===== config.mk =====
export PLATFORM = sky130hd
export DESIGN_NAME = sd_word_fifo
export DESIGN_NICKNAME = d
export VERILOG_FILES = /design/src/rtl/sdw_pkg.sv /design/src/rtl/sdw_mem.sv /design/src/rtl/sdw_ptrs.sv /design/src/rtl/sdw_csr.sv /design/src/rtl/sd_word_fifo.sv
export SDC_FILE = /design/constraint.sdc
export NUM_CORES = 1
export LEC_CHECK = 0
export ABC_AREA = 0
export BUFFER_PORTS_ARGS = -buffer_cell sky130_fd_sc_hd__buf_2
export CAP_MARGIN = 20
export CORE_MARGIN = 10
export CORE_UTILIZATION = 43
export DETAILED_ROUTE_END_ITERATION = 12
export GPL_TIMING_DRIVEN = 0
export PLACE_DENSITY_LB_ADDON = 0.05
export SYNTH_ARGS = -nofsm -noshare
export SYNTH_HDL_FRONTEND = slang
export SYNTH_HIERARCHICAL = 1
export SYNTH_SLANG_ARGS = --single-unit
export TNS_END_PERCENT = 5

===== constraint.sdc =====
create_clock -name clk -period 6.7 [get_ports clk]
set_input_delay 0.67 -clock clk [delete_from_list [all_inputs] [get_ports clk]]
set_output_delay 0.67 -clock clk [all_outputs]
set_load 0.02 [all_outputs]

===== src/rtl/sdw_pkg.sv =====
package sdw_pkg;
  // register select codes on the host port
  localparam logic [1:0] A_DATA = 2'd0;
  localparam logic [1:0] A_DBG  = 2'd1;
  localparam logic [1:0] A_STS  = 2'd2;

  // debug word field positions
  localparam int LVL_LO   = 4;
  localparam int WTH_LO   = 9;
  localparam int RTH_LO   = 14;
  localparam int FORCE_BT = 19;
  localparam int FLD_W    = 5;

  // status word bit positions
  localparam int STS_DREQ = 0;
  localparam int STS_ERR  = 3;

  // data-path state codes
  localparam logic [3:0] ST_IDENT   = 4'd0;
  localparam logic [3:0] ST_IDLE    = 4'd1;
  localparam logic [3:0] ST_RDAT    = 4'd2;
  localparam logic [3:0] ST_WDAT    = 4'd3;
  localparam logic [3:0] ST_RWAIT   = 4'd4;
  localparam logic [3:0] ST_RCRC    = 4'd5;
  localparam logic [3:0] ST_WCRC    = 4'd6;
  localparam logic [3:0] ST_WWAIT1  = 4'd7;
  localparam logic [3:0] ST_WSTART1 = 4'd10;
  localparam logic [3:0] ST_WSTART2 = 4'd11;
  localparam logic [3:0] ST_WWAIT2  = 4'd13;

  function automatic logic is_rd_state(input logic [3:0] s);
    return (s == ST_RDAT) || (s == ST_RWAIT) || (s == ST_RCRC);
  endfunction

  function automatic logic is_wr_state(input logic [3:0] s);
    return (s == ST_WDAT) || (s == ST_WCRC) || (s == ST_WWAIT1) ||
           (s == ST_WSTART1) || (s == ST_WSTART2) || (s == ST_WWAIT2);
  endfunction
endpackage


===== src/rtl/sdw_mem.sv =====
module sdw_mem #(
  parameter int WIDTH = 32,
  parameter int DEPTH = 16,
  localparam int AW = (DEPTH > 1) ? $clog2(DEPTH) : 1
) (
  input  logic             clk,
  input  logic             we,
  input  logic [AW-1:0]    waddr,
  input  logic [WIDTH-1:0] wdata,
  input  logic             re,
  input  logic [AW-1:0]    raddr,
  output logic [WIDTH-1:0] q
);
  logic [WIDTH-1:0] mem [DEPTH];

  // simple dual-port array with registered read
  always_ff @(posedge clk) begin
    if (we) mem[waddr] <= wdata;
    if (re) q <= mem[raddr];
  end
endmodule


===== src/rtl/sdw_ptrs.sv =====
module sdw_ptrs #(
  parameter int DEPTH = 16,
  localparam int AW = (DEPTH > 1) ? $clog2(DEPTH) : 1,
  localparam int LVL_W = $clog2(DEPTH + 1)
) (
  input  logic             clk,
  input  logic             rst,
  input  logic             flush,
  input  logic             push_req,
  input  logic             pop_req,
  output logic             push_ok,
  output logic             pop_ok,
  output logic             ovf,
  output logic             unf,
  output logic [AW-1:0]    wptr,
  output logic [AW-1:0]    rptr,
  output logic [LVL_W-1:0] level
);
  localparam logic [LVL_W-1:0] FULL_LVL = LVL_W'(DEPTH);
  localparam logic [AW-1:0]    LAST     = AW'(DEPTH - 1);

  // full and empty are judged on the level before this cycle
  assign push_ok = push_req && !flush && (level != FULL_LVL);
  assign pop_ok  = pop_req  && !flush && (level != '0);
  assign ovf     = push_req && !flush && !push_ok;
  assign unf     = pop_req  && !flush && !pop_ok;

  always_ff @(posedge clk) begin
    if (rst || flush) begin
      wptr  <= '0;
      rptr  <= '0;
      level <= '0;
    end else begin
      if (push_ok) wptr <= (wptr == LAST) ? '0 : wptr + 1'b1;
      if (pop_ok)  rptr <= (rptr == LAST) ? '0 : rptr + 1'b1;
      case ({push_ok, pop_ok})
        2'b10:   level <= level + 1'b1;
        2'b01:   level <= level - 1'b1;
        default: level <= level;
      endcase
    end
  end
endmodule


===== src/rtl/sdw_csr.sv =====
module sdw_csr
  import sdw_pkg::*;
#(
  parameter int DEPTH = 16,
  parameter int RTHR_RST = 4,
  parameter int WTHR_RST = 4,
  localparam int LVL_W = $clog2(DEPTH + 1)
) (
  input  logic             clk,
  input  logic             rst,
  input  logic             dbg_we,
  input  logic             sts_we,
  input  logic             force_idle,
  input  logic [31:0]      wdata,
  input  logic             state_ld,
  input  logic [3:0]       state_in,
  input  logic [LVL_W-1:0] level,
  input  logic             err_evt,
  input  logic             rd_en,
  input  logic [1:0]       rd_addr,
  output logic [3:0]       state,
  output logic             ferr,
  output logic             dreq,
  output logic [31:0]      rd_q
);
  logic [FLD_W-1:0] rthr, wthr;
  logic [FLD_W-1:0] lvl_f;
  logic [31:0]      dbg_word, sts_word;

  assign lvl_f = FLD_W'(level);

  // request flag from registered state only
  always_comb begin
    dreq = 1'b0;
    if (is_rd_state(state))
      dreq = int'(level) >= int'(rthr);
    else if (is_wr_state(state))
      dreq = (DEPTH - int'(level)) >= int'(wthr);
  end

  always_comb begin
    dbg_word = '0;
    dbg_word[3:0]                 = state;
    dbg_word[LVL_LO +: FLD_W]     = lvl_f;
    dbg_word[WTH_LO +: FLD_W]     = wthr;
    dbg_word[RTH_LO +: FLD_W]     = rthr;
    sts_word = '0;
    sts_word[STS_DREQ] = dreq;
    sts_word[STS_ERR]  = ferr;
  end

  always_ff @(posedge clk) begin
    if (rst) begin
      rthr  <= FLD_W'(RTHR_RST);
      wthr  <= FLD_W'(WTHR_RST);
      state <= ST_IDENT;
      ferr  <= 1'b0;
      rd_q  <= '0;
    end else begin
      if (dbg_we) begin
        wthr <= wdata[WTH_LO +: FLD_W];
        rthr <= wdata[RTH_LO +: FLD_W];
      end
      if (force_idle)    state <= ST_IDLE;
      else if (state_ld) state <= state_in;
      if (err_evt)                      ferr <= 1'b1;
      else if (sts_we && wdata[STS_ERR]) ferr <= 1'b0;
      if (rd_en) begin
        case (rd_addr)
          A_DBG:   rd_q <= dbg_word;
          A_STS:   rd_q <= sts_word;
          default: rd_q <= '0;
        endcase
      end
    end
  end
endmodule


===== src/rtl/sd_word_fifo.sv =====
module sd_word_fifo
  import sdw_pkg::*;
#(
  parameter int WIDTH = 32,
  parameter int DEPTH = 16,
  parameter int RTHR_RST = 4,
  parameter int WTHR_RST = 4,
  localparam int AW = (DEPTH > 1) ? $clog2(DEPTH) : 1,
  localparam int LVL_W = $clog2(DEPTH + 1)
) (
  input  logic             clk,
  input  logic             rst,
  input  logic             hst_wr,
  input  logic             hst_rd,
  input  logic [1:0]       hst_addr,
  input  logic [WIDTH-1:0] hst_wdata,
  output logic [WIDTH-1:0] hst_rdata,
  input  logic             crd_push,
  input  logic [WIDTH-1:0] crd_wdata,
  input  logic             crd_pop,
  output logic [WIDTH-1:0] crd_rdata,
  output logic             crd_rvalid,
  input  logic             crd_state_ld,
  input  logic [3:0]       crd_state,
  output logic [3:0]       lane_state_o,
  output logic [LVL_W-1:0] level_o,
  output logic             dreq_o,
  output logic             ferr_o
);
  logic h_dwr, h_drd, dbg_we, sts_we, force_idle;
  logic push_ok, pop_ok, ovf, unf, err_evt, sel_mem;
  logic [AW-1:0]    wptr, rptr;
  logic [WIDTH-1:0] push_data, mem_q;
  logic [31:0]      csr_q, wd32;

  assign wd32       = 32'(hst_wdata);
  assign h_dwr      = hst_wr && (hst_addr == A_DATA);
  assign h_drd      = hst_rd && (hst_addr == A_DATA);
  assign dbg_we     = hst_wr && (hst_addr == A_DBG);
  assign sts_we     = hst_wr && (hst_addr == A_STS);
  assign force_idle = dbg_we && wd32[FORCE_BT];
  assign push_data  = h_dwr ? hst_wdata : crd_wdata;

  // a card access that loses to the host counts as an error
  assign err_evt = ovf || unf ||
                   (!force_idle && ((h_dwr && crd_push) || (h_drd && crd_pop)));

  sdw_ptrs #(.DEPTH(DEPTH)) u_ptrs (
    .clk(clk), .rst(rst), .flush(force_idle),
    .push_req(h_dwr || crd_push), .pop_req(h_drd || crd_pop),
    .push_ok(push_ok), .pop_ok(pop_ok), .ovf(ovf), .unf(unf),
    .wptr(wptr), .rptr(rptr), .level(level_o)
  );

  sdw_mem #(.WIDTH(WIDTH), .DEPTH(DEPTH)) u_mem (
    .clk(clk), .we(push_ok), .waddr(wptr), .wdata(push_data),
    .re(pop_ok), .raddr(rptr), .q(mem_q)
  );

  sdw_csr #(.DEPTH(DEPTH), .RTHR_RST(RTHR_RST), .WTHR_RST(WTHR_RST)) u_csr (
    .clk(clk), .rst(rst), .dbg_we(dbg_we), .sts_we(sts_we),
    .force_idle(force_idle), .wdata(wd32),
    .state_ld(crd_state_ld), .state_in(crd_state), .level(level_o),
    .err_evt(err_evt), .rd_en(hst_rd), .rd_addr(hst_addr),
    .state(lane_state_o), .ferr(ferr_o), .dreq(dreq_o), .rd_q(csr_q)
  );

  always_ff @(posedge clk) begin
    if (rst) begin
      sel_mem    <= 1'b0;
      crd_rvalid <= 1'b0;
    end else begin
      if (hst_rd) sel_mem <= h_drd && pop_ok;
      crd_rvalid <= pop_ok && !h_drd;
    end
  end

  assign hst_rdata = sel_mem ? mem_q : WIDTH'(csr_q);
  assign crd_rdata = mem_q;
endmodule


==> Implementation_results.wiki <==
{| class="wikitable"
! Metric !! Value
|-
| Root buffer cell || sky130_fd_sc_hd__clkbuf_16
|-
| CTS tree || yes
|-
| Power density of the placed cells || 350 nW/µm²
|-
| Effective utilization at floorplan || 43.7%
|-
| Startpoint Class || primary input
|-
| Maximum clock rate || 255 MHz
|-
| Vias in the first global route || 12900
|-
| Sequential share of the synthesized area || 73.1%
|-
| Highest-count cells in the layout ignoring fill and taps || 544 x sky130_fd_sc_hd__edfxtp_1, 165 x sky130_fd_sc_hd__buf_2, 128 x sky130_fd_sc_hd__mux4_2
|-
| FILL cells || 4395
|-
| Multiplexer share of the synthesized area || 16.0%
|-
| Maximum number of buffers from clock root to sink || 3
|-
| Hold-fix buffers, CTS || 0
|-
| Setup repair after global routing missed its margin || no
|-
| Worst slack, placed || 2.08 ns
|-
| Minimum period implied by the final worst setup slack || 3.93 ns
|-
| Worst min-delay path category || in2reg
|-
| Relative max-transition margin || 31.7%
|-
| Maximum vdd ir drop || 0.206 mV
|-
| PnR worst setup slack || 2.77 ns
|-
| First-pass GRT wire length || 90600 µm
|-
| Final hold vios || 0
|-
| Average cell area after synthesis || 19.3 µm²
|-
| Pin count of the biggest net entering global routing || 24
|-
| Adder-cell share of the synthesized area || 0.950%
|-
| Antenna violations before repair || 1
|-
| Hold_sp || rst
|-
| Final-layout worst hold slack || 0.274 ns
|-
| Post-DP HPWL || 42000 µm
|-
| Largest fanout of any net on the critical path || 11
|-
| Required time of the worst setup path || 7.02 ns
|-
| Num CTS Buffers || 61
|-
| Post-cts resize count || 0
|-
| MaxCap Viol Count || 0
|-
| FF+latch count, synth || 593
|-
| Power, Total || 9.83 mW
|-
| Detailed-routing iteration count for the pre-antenna-repair pass || 5
|-
| Final weighted congestion of routability-driven global placement || 0.770
|-
| Post-synthesis async set-or-reset flop share || 0%
|-
| CTS HTree Levels || 2
|-
| Sink count of the clock tree || 593
|-
| I/O pin total || 153
|-
| Dominant combinational cell family by area after synthesis || multiplexers
|-
| Synthesis warning total || 6
|-
| Crit share post-route || 58.6%
|-
| Area of the mapped netlist || 23700 µm²
|-
| Multi-input gate area in the final layout || 6020 µm²
|-
| Post-synth EDFFs || 544
|-
| Run status || complete, no violations
|-
| DIE HEIGHT || 255 µm
|-
| Setup violation total in the final timing report || 0
|-
| Remaining design rule violation count || 0
|-
| Initial DRC Count || 1075
|-
| Overall routing resource usage || 19.5%
|-
| Count of buffers added by post-CTS timing repair for setup || 0
|-
| Nets || 1584
|-
| Worst r2r src || u_ptrs/level[2]
|-
| Most frequent standard cell in the layout excluding fill and tap cells || sky130_fd_sc_hd__edfxtp_1
|-
| Post-synthesis to final-layout area growth || 18.5%
|-
| Fraction of layout instances using a drive strength above 1 || 35.3%
|-
| Core Rows || 85
|-
| Diode insertion count for antenna repair || 0
|-
| Number of vias in the routed layout || 12500
|-
| Number of instances in the synthesized netlist || 1227
|-
| Post-layout instance area || 28100 µm²
|-
| Area fraction in compound gates after synthesis || 3.77%
|-
| Instance area at placement || 26200 µm²
|-
| Area of the placeable core || 54200 µm²
|-
| Leakage dissipation || 9.43 nW
|-
| Critical setup path kind || in2reg
|-
| Distinct cell type count of the synthesized netlist || 57
|-
| Clock slew at reported path FFs || 0.06 ns
|-
| Wire length per cell || 28.0 µm
|-
| Port buffer count || 151
|-
| Mean number of vias per cell || 5.61
|-
| Most common flop cell mapped by yosys || sky130_fd_sc_hd__edfxtp_1
|-
| Number of pins exceeding their max-slew limit in the final report || 0
|-
| Clock network latency to the later pin of the worst-skew pair || 0.62 ns
|-
| Total die area || 64900 µm²
|-
| Source of the critical timing path || hst_addr[1]
|-
| Kind of end point of the critical path || register
|-
| Simple-Gate Fraction of Synth Area || 3.72%
|-
| Critical path data arrival time || 4.24 ns
|-
| Routed wire length || 62500 µm
|-
| Pin slew with the least headroom to its limit || 1.02 ns
|-
| Xor/xnor cell area share of the yosys netlist || 0.296%
|-
| Remaining global-route overflow || 0
|-
| Post-Route Skew || 0.0204 ns
|-
| Floorplan die width || 255 µm
|-
| Post-route antenna net violation count || 0
|-
| Sequential cell area || 17300 µm²
|}
==> flip-flops by register name, summed over array words and instances, names as in the netlist <==
name          flops
crd_rvalid        1
u_ptrs/level      5
u_csr/ferr        1
u_csr/state       4
u_ptrs/rptr       4
u_csr/rthr        5
u_csr/rd_q       19
sel_mem           1
u_csr/wthr        5
u_mem/mem       512
u_mem/q          32
u_ptrs/wptr       4
==> cells in the mapped netlist, drive strengths merged, types with 3 or more instances <==
library cell | number | share of area, %
edfxtp | 544 | 69
nand3b | 3 | 0.095
nor3 | 11 | 0.25
a21o | 3 | 0.095
nand2b | 10 | 0.26
clkbuf | 23 | 0.36
and2b | 5 | 0.16
mux2 | 64 | 3.0
o211ai | 3 | 0.12
xor2 | 4 | 0.15
a211oi | 3 | 0.095
nand4b | 3 | 0.11
nand3 | 5 | 0.11
buf | 55 | 1.6
dfxtp | 49 | 4.1
a21oi | 30 | 0.67
mux2i | 18 | 0.76
ha | 18 | 0.95
nand2 | 50 | 0.79
a22oi | 65 | 2.1
nor2 | 58 | 0.92
xnor2 | 4 | 0.15
mux4 | 128 | 12
inv | 16 | 0.25
nor2b | 17 | 0.45
o21ai | 7 | 0.16
a31oi | 7 | 0.18
==> power breakdown <==
part	total [mW]	internal, mW	switching [mW]
clock network	3.29	1.89	1.41
registers	4.44	4.31	0.132
logic	2.10	0.925	1.17
==> per-stage QoR <==
step	instances	TNS (ns)	util, %
final	2237	0	51.8
after global routing	2237	0	51.8
after CTS	2237	0	51.8
after detailed placement	2122	0	48.2
after global placement	2086	-249.80	46.8
after floorplan	1239	0	-
==> worst max-delay path, stage by stage <==
cell                       delay, ns
sky130_fd_sc_hd__buf_2          0.17
sky130_fd_sc_hd__nor3b_4        0.68
sky130_fd_sc_hd__buf_6          0.31
sky130_fd_sc_hd__or2_2          0.15
sky130_fd_sc_hd__nand2b_1       0.07
sky130_fd_sc_hd__a21oi_2        0.45
sky130_fd_sc_hd__nand3_1        0.42
sky130_fd_sc_hd__nor3_2         0.85
sky130_fd_sc_hd__buf_6          0.27
sky130_fd_sc_hd__buf_6          0.18
==> area by class of cell <==
type,instances,area share [%]
buffer,78,1.65
clock buffer,71,5.68
clock inverter,44,1.23
inverter,16,0.214
multi-input combinational,552,21.4
sequential,593,61.6
tap,696,3.10
timing repair buffer,187,5.05
==> path summary, 6_finish.rpt <==
check / end / slack [ns] / depth (start not counted)
setup / recovery: u_mem/mem[12][25] / 2.77 / 10
hold / removal: sel_mem / 0.27 / 2
setup reg to reg: u_mem/mem[12][25] / 3.21 / 7
hold reg to reg: u_csr/rd_q[11] / 0.50 / 2
==> per-layer routing <==
metal	GRT usage, %	vias to the layer above	share of wire, %
li1	-	5469	-
met1	26.9	6601	43
met2	31.0	381	47
met3	3.48	95	7.1
met4	5.78	0	2.4
met5	0	-	0
==> cell families (layout without fill, tap and decap cells) <==
kind of cell | Yosys count | count (layout)
AND/OR/NAND/NOR | 175 | 175
buffers and inverters | 94 | 396
AO/OA/AOI/OAI | 128 | 128
adder cells (fa/ha/maj) | 18 | 18
other | 1 | 13
multiplexers | 210 | 210
flip-flops | 593 | 593
XOR/XNOR | 8 | 8
Note: power is estimated with default switching activity, not from simulation.
